File: config.mk
export PLATFORM = sky130hd
export DESIGN_NAME = cdrx_receiver
export DESIGN_NICKNAME = d
export VERILOG_FILES = /design/src/rtl/cdrx_pkg.sv /design/src/rtl/cdrx_ctrl.sv /design/src/rtl/cdrx_datapath.sv /design/src/rtl/cdrx_receiver.sv
export SDC_FILE = /design/constraint.sdc
export NUM_CORES = 1
export LEC_CHECK = 0
export ABC_AREA = 0
export BUFFER_PORTS_ARGS = -buffer_cell sky130_fd_sc_hd__buf_4
export CAP_MARGIN = 20
export CORE_MARGIN = 4
export CORE_UTILIZATION = 60
export DETAILED_ROUTE_END_ITERATION = 10
export PLACE_DENSITY = 0.91
export SKIP_LAST_GASP = 1
export SLEW_MARGIN = 10
export SYNTH_ARGS = -nofsm -noshare
export SYNTH_HDL_FRONTEND = slang
export SYNTH_SLANG_ARGS = --single-unit
File: constraint.sdc
create_clock -name clk -period 3.2 [get_ports clk]
set_clock_uncertainty 0.15 [all_clocks]
set_input_delay 0.64 -clock clk [delete_from_list [all_inputs] [get_ports clk]]
set_output_delay 0.64 -clock clk [all_outputs]
set_load 0.05 [all_outputs]
File: src/rtl/cdrx_pkg.sv
package cdrx_pkg;

  localparam int BYTE_W = 8;
  localparam int WORD_W = 2 * BYTE_W;

  // sector length selection; code values are fixed by the control byte layout
  typedef enum logic [1:0] {
    MOD_LONG  = 2'b00,
    MOD_SHORT = 2'b01,
    MOD_SKIP  = 2'b10,
    MOD_RSVD  = 2'b11
  } modSel_e;

  // control byte, bit 7 first
  typedef struct packed {
    logic       eiaj;
    logic [1:0] clkDiv;
    logic       subFirst;
    modSel_e    modSel;
    logic       swap;
    logic       invClk;
  } rxCfg_t;

  // strobes from control to datapath
  typedef struct packed {
    logic bitStb;
    logic wordDone;
  } rxStb_t;

endpackage

File: src/rtl/cdrx_ctrl.sv
module cdrx_ctrl
  import cdrx_pkg::*;
#(
  parameter int WORD_BITS = WORD_W
) (
  input  logic    clk,
  input  logic    rstN,
  input  logic    cfgWr,
  input  logic [7:0] cfgData,
  input  logic    syncIn,
  input  logic    sectorWrap,
  input  logic    bitClkIn,
  input  logic    wsIn,
  output rxStb_t  stb,
  output logic    swapEn,
  output modSel_e modSel,
  output logic    subFirst
);

  localparam int CNT_W = $clog2(WORD_BITS + 1);
  localparam logic [CNT_W-1:0] LAST_BIT = CNT_W'(WORD_BITS - 1);

  rxCfg_t cfgPend, cfgAct;
  logic   applyCfg;
  logic   bitClkQ, sampEdge, bitStb;
  logic [2:0] divCnt, divLast;
  logic   ws1, ws2, boundary;
  logic   armed;
  logic [CNT_W-1:0] bitCnt;
  logic   wordDone;

  assign applyCfg = syncIn | sectorWrap;

  // pending / active control byte
  always_ff @(posedge clk) begin
    if (!rstN) begin
      cfgPend <= '0;
      cfgAct  <= '0;
    end else begin
      if (cfgWr)    cfgPend <= rxCfg_t'(cfgData);
      if (applyCfg) cfgAct  <= cfgPend;
    end
  end

  // sampling edge of the bit clock, polarity selectable
  always_ff @(posedge clk) begin
    if (!rstN) bitClkQ <= 1'b0;
    else       bitClkQ <= bitClkIn;
  end

  assign sampEdge = cfgAct.invClk ? (~bitClkIn & bitClkQ) : (bitClkIn & ~bitClkQ);

  // edge divider
  always_comb begin
    case (cfgAct.clkDiv)
      2'b00:   divLast = 3'd1;
      2'b01:   divLast = 3'd3;
      2'b10:   divLast = 3'd7;
      default: divLast = 3'd0;
    endcase
  end

  assign bitStb = sampEdge && (divCnt == divLast);

  always_ff @(posedge clk) begin
    if (!rstN)         divCnt <= '0;
    else if (applyCfg) divCnt <= '0;
    else if (sampEdge) divCnt <= (divCnt == divLast) ? 3'd0 : divCnt + 3'd1;
  end

  // word-select history at bit strobes
  always_ff @(posedge clk) begin
    if (!rstN) begin
      ws1 <= 1'b0;
      ws2 <= 1'b0;
    end else if (bitStb) begin
      ws1 <= wsIn;
      ws2 <= ws1;
    end
  end

  // I2S: boundary one bit after the change; EIAJ: on the change
  assign boundary = bitStb && (cfgAct.eiaj ? (wsIn != ws1) : (ws1 != ws2));
  assign wordDone = bitStb && !boundary && armed && (bitCnt == LAST_BIT);

  always_ff @(posedge clk) begin
    if (!rstN) begin
      armed  <= 1'b0;
      bitCnt <= '0;
    end else if (boundary) begin
      armed  <= 1'b1;
      bitCnt <= CNT_W'(1);
    end else if (bitStb && armed) begin
      if (wordDone) armed <= 1'b0;
      bitCnt <= bitCnt + CNT_W'(1);
    end
  end

  assign stb.bitStb   = bitStb;
  assign stb.wordDone = wordDone;
  assign swapEn       = cfgAct.swap;
  assign modSel       = cfgAct.modSel;
  assign subFirst     = cfgAct.subFirst;

endmodule

File: src/rtl/cdrx_datapath.sv
module cdrx_datapath
  import cdrx_pkg::*;
#(
  parameter int LONG_COUNT  = 2352,
  parameter int SHORT_COUNT = 2064
) (
  input  logic        clk,
  input  logic        rstN,
  input  rxStb_t      stb,
  input  logic        serData,
  input  logic        errIn,
  input  logic        syncIn,
  input  logic        swapEn,
  input  modSel_e     modSel,
  output logic [BYTE_W-1:0] byteData,
  output logic        byteValid,
  output logic        sectorEnd,
  output logic        sectorWrap
);

  localparam int MAX_COUNT = (LONG_COUNT > SHORT_COUNT) ? LONG_COUNT : SHORT_COUNT;
  localparam int SC_W = $clog2(MAX_COUNT);
  localparam logic [SC_W-1:0] LONG_LAST  = SC_W'(LONG_COUNT - 1);
  localparam logic [SC_W-1:0] SHORT_LAST = SC_W'(SHORT_COUNT - 1);

  logic [WORD_W-1:0] shiftReg, nextWord;
  logic [BYTE_W-1:0] hiByte, loByte, holdByte, emitByte;
  logic holdFlag, secondPend, emitNow, emitFlag, counted, wrap;
  logic [SC_W-1:0] secCnt, modLast;

  assign nextWord = {shiftReg[WORD_W-2:0], serData};
  assign hiByte   = nextWord[WORD_W-1 -: BYTE_W];
  assign loByte   = nextWord[BYTE_W-1:0];

  always_ff @(posedge clk) begin
    if (!rstN)           shiftReg <= '0;
    else if (stb.bitStb) shiftReg <= nextWord;
  end

  // second byte of a word waits one cycle
  always_ff @(posedge clk) begin
    if (!rstN) begin
      holdByte   <= '0;
      holdFlag   <= 1'b0;
      secondPend <= 1'b0;
    end else begin
      secondPend <= stb.wordDone;
      if (stb.wordDone) begin
        holdByte <= swapEn ? hiByte : loByte;
        holdFlag <= errIn;
      end
    end
  end

  assign emitNow  = stb.wordDone | secondPend;
  assign emitByte = stb.wordDone ? (swapEn ? loByte : hiByte) : holdByte;
  assign emitFlag = stb.wordDone ? errIn : holdFlag;

  // sector counter
  always_comb begin
    case (modSel)
      MOD_SHORT, MOD_SKIP: modLast = SHORT_LAST;
      default:             modLast = LONG_LAST;
    endcase
  end

  assign counted = emitNow && !((modSel == MOD_SKIP) && emitFlag);
  assign wrap    = counted && !syncIn && (secCnt == modLast);

  always_ff @(posedge clk) begin
    if (!rstN)        secCnt <= '0;
    else if (syncIn)  secCnt <= '0;
    else if (wrap)    secCnt <= '0;
    else if (counted) secCnt <= secCnt + SC_W'(1);
  end

  always_ff @(posedge clk) begin
    if (!rstN) begin
      byteData  <= '0;
      byteValid <= 1'b0;
      sectorEnd <= 1'b0;
    end else begin
      byteValid <= emitNow;
      sectorEnd <= wrap;
      if (emitNow) byteData <= emitByte;
    end
  end

  assign sectorWrap = wrap;

endmodule

File: src/rtl/cdrx_receiver.sv
module cdrx_receiver
  import cdrx_pkg::*;
#(
  parameter int LONG_COUNT  = 2352,
  parameter int SHORT_COUNT = 2064
) (
  input  logic       clk,
  input  logic       rstN,
  input  logic       cfgWr,
  input  logic [7:0] cfgData,
  input  logic       syncIn,
  input  logic       bitClkIn,
  input  logic       wsIn,
  input  logic       serData,
  input  logic       errIn,
  output logic [7:0] byteData,
  output logic       byteValid,
  output logic       sectorEnd,
  output logic       subHdrFirstOnly
);

  rxStb_t  stb;
  logic    swapEn, sectorWrap;
  modSel_e modSel;

  cdrx_ctrl #(.WORD_BITS(WORD_W)) u_ctrl (
    .clk       (clk),
    .rstN      (rstN),
    .cfgWr     (cfgWr),
    .cfgData   (cfgData),
    .syncIn    (syncIn),
    .sectorWrap(sectorWrap),
    .bitClkIn  (bitClkIn),
    .wsIn      (wsIn),
    .stb       (stb),
    .swapEn    (swapEn),
    .modSel    (modSel),
    .subFirst  (subHdrFirstOnly)
  );

  cdrx_datapath #(.LONG_COUNT(LONG_COUNT), .SHORT_COUNT(SHORT_COUNT)) u_dp (
    .clk       (clk),
    .rstN      (rstN),
    .stb       (stb),
    .serData   (serData),
    .errIn     (errIn),
    .syncIn    (syncIn),
    .swapEn    (swapEn),
    .modSel    (modSel),
    .byteData  (byteData),
    .byteValid (byteValid),
    .sectorEnd (sectorEnd),
    .sectorWrap(sectorWrap)
  );

endmodule

==> reports/summary.txt <==
Status: finished, final reports clean
Fillers: 417
Drt via density: 5.867
1st-pass router iterations: 4
Share of layout cells above drive strength 1: 17.16%
Unrepaired setup endpoints after global routing: false
Most instantiated cells after synthesis: dfxtp_1 (75), nand2_1 (75), mux2i_1 (33)
Avg Inst Size Synth: 9.454 sq um
Area of the core: 0.005642 sq mm
Post-CTS Resized: 0
Hpwl dp: 4.635 mm
Post-synth EDFFs: 0
WHS Path Cells: 2
Setup-failing EPs final: 0
Io pins: 27
Synthesized cell area: 0.003573 sq mm
Slew Limit Fails: 0
Die X: 85.18 um
Yosys reg bits: 75
Num rows: 27
Global route overflow: 0
Leak pwr: 0.001647 uW
First-pass GRT wire length: 12.51 mm
Total CTS buffers: 9
Leading area contributor after synthesis: dfxtp_1
Mean routed wirelength per cell: 14.47 um
Max Freq: 360.4 MHz
Yosys Warn Count: 0
Max Root-Sink Buffers: 2
Post-synth ARST share: 0%
Total of max-cap violations: 0
Slew @ Worst Pin: 0.9907 ns
Die Height: 85.18 um
Nets: 420
Die area: 0.007255 sq mm
Setup Fix Bufs, Post-CTS: 0
Initial antenna violation count: 0
Routed wire length: 6.857 mm
Synth top area cells: dfxtp_1 (42%), mux2i_1 (9.2%), nand2_1 (7.9%)
Setup slack, reg-to-reg: 0.43 ns
Initial core utilization: 63.34%
Detailed Route Iter0 Violations: 187
ANT cells: 0
Ys flop type: dfxtp_1
Worst path required time: 3.32 ns
Post-CTS Hold Fix Bufs: 0
Crit path kind: reg2reg
CTS clk-pin slew, worst paths: 0.08 ns
Via count: 2781
Placer Congestion: 0.8666
DR DRC count: 0
Clk root buf: clkbuf_8
Design area: 0.003956 sq mm
Hold Path Class: reg2reg
Max-Slew Margin vs Limit: 33.87%
Pwr Density: 443.5 mW/mm^2
Largest net degree at the start of global routing: 52
Input/output buffers: 26
CTS tree: done
Register area share after synthesis: 42.02%
Total GRT Usage: 20.78%
Count of cell types in the netlist: 47
Minimum clock period after layout: 2.774 ns
Peak supply drop: 0.0002919 V
Tcrit/Tclk final: 86.70%
Vias in the first global route: 2869
Worst path arrival time: 2.89 ns
Mapped Cells: 378
Clock Sinks: 75
Worst-Skew Late Latency: 0.34 ns
Register-to-Register Path Depth: 8
Cell Area, Placed: 0.003764 sq mm
Final TNS setup: 0 ns
Multi-input gate area: 0.001932 sq mm
CP Max Fanout: 8
Yosys top cell area share: 42.02%
Syn nets: 401
H-tree depth: 3
Setup crit end kind: flop
Crit start category: flop
Final count of hold timing violations: 0
Antenna Nets Post-Route: 0
Sequential cell area: 0.001501 sq mm
Area delta synth->final: 10.71%
-- state kept, by name (all words and copies together), names as in the netlist, 2 cells and up --
register and flops:
u_dp.shiftReg 15, u_dp.secCnt 12, u_ctrl.cfgPend 8, u_dp.byteData 8, u_dp.holdByte 8, u_ctrl.bitCnt 5, u_ctrl.cfgAct 4, u_ctrl.divCnt 3
u_ctrl.modSel 2
-- cell usage in the layout (no fill, tap or decap), types with 4 or more instances in the layout --
master,instances
nand2_1,75
mux2i_1,33
a21oi_1,14
dfxtp_1,75
nand3_1,9
inv_1,4
o31ai_1,8
and2_1,4
mux2_2,8
a21boi_0,22
nor2b_1,9
o211a_1,18
or4_1,7
and3_1,7
buf_4,30
clkbuf_8,9
o21ai_0,7
ha_1,7
nor2_1,8
-- worst max-delay path, cell delays in order (launching register included) --
cell	delay, ns
dfxtp_1	0.39
ha_1	0.23
and3_1	0.18
ha_1	0.17
nand2_1	0.18
nor2_1	0.18
nand4_1	0.29
a31oi_2	0.67
mux2i_1	0.26
-- final timing paths --
| kind | to | startpoint |
|---|---|---|
| worst max-delay path | u_ctrl.cfgAct[0]$_SDFFE_PN0P_ | u_ctrl.bitCnt[0]$_SDFFE_PN0P_ |
| worst min-delay path | u_ctrl.modSel[0]$_SDFFE_PN0P_ | u_ctrl.cfgPend[2]$_SDFFE_PN0P_ |
| worst max register to register | u_ctrl.cfgAct[0]$_SDFFE_PN0P_ | u_ctrl.bitCnt[0]$_SDFFE_PN0P_ |
| worst min register to register | u_ctrl.modSel[0]$_SDFFE_PN0P_ | u_ctrl.cfgPend[2]$_SDFFE_PN0P_ |
-- metrics by stage --
stage	std cells	hold slack [ns]	total power, uW	setup WS (ns)	utilization (%)
finish	474	0.3109	1755	0.4256	70.13
global route	474	0.3473	1808	0.2044	70.13
CTS	474	0.3142	1765	0.4494	70.13
detailed placement	458	0.3010	1070	0.4076	66.71
global placement	458	0.2918	1066	0.5000	66.71
floorplan	378	0.2841	1041	0.7583	-
-- power breakdown --
group | internal (uW) | switching [uW]
clock network | 357 | 350
logic | 42.4 | 51.3
registers | 944 | 10.6
total | 1340 | 411
-- logic make-up (layout without fill, tap and decap cells) --
kind of cell | Yosys count | count (layout) | synth area share, %
DFF | 75 | 75 | 42.02
and+or+nand+nor | 142 | 142 | 19.92
xor gates and xnor gates | 5 | 5 | 1.436
AOI/OAI and AO/OA | 81 | 81 | 17.86
muxes | 42 | 42 | 12.15
buffers and inverters | 26 | 50 | 4.167
adders and majority gates | 7 | 7 | 2.451
-- final cells by class --
class / count / area share, %
clock buffers: 9 / 3.131
well taps: 72 / 2.277
inverters: 4 / 0.3795
repair buffers: 30 / 5.693
clock inverters: 7 / 1.739
multi-input cells: 277 / 48.83
flip-flops and latches: 75 / 37.95
-- per-layer routing --
| metal | part of all wire, % | GRT usage (%) | wire length, um | vias to the layer above |
|---|---|---|---|---|
| met1 | 45 | 25.75 | 3087 | 1322 |
| met3 | 3.5 | 3.495 | 240 | 14 |
| li1 | - | - | - | 1390 |
| met4 | 2.3 | 11.08 | 157 | 0 |
| met5 | 0 | 0 | 0 | - |
| met2 | 49 | 34.39 | 3372 | 55 |
Power figures use the tool's default switching activity.
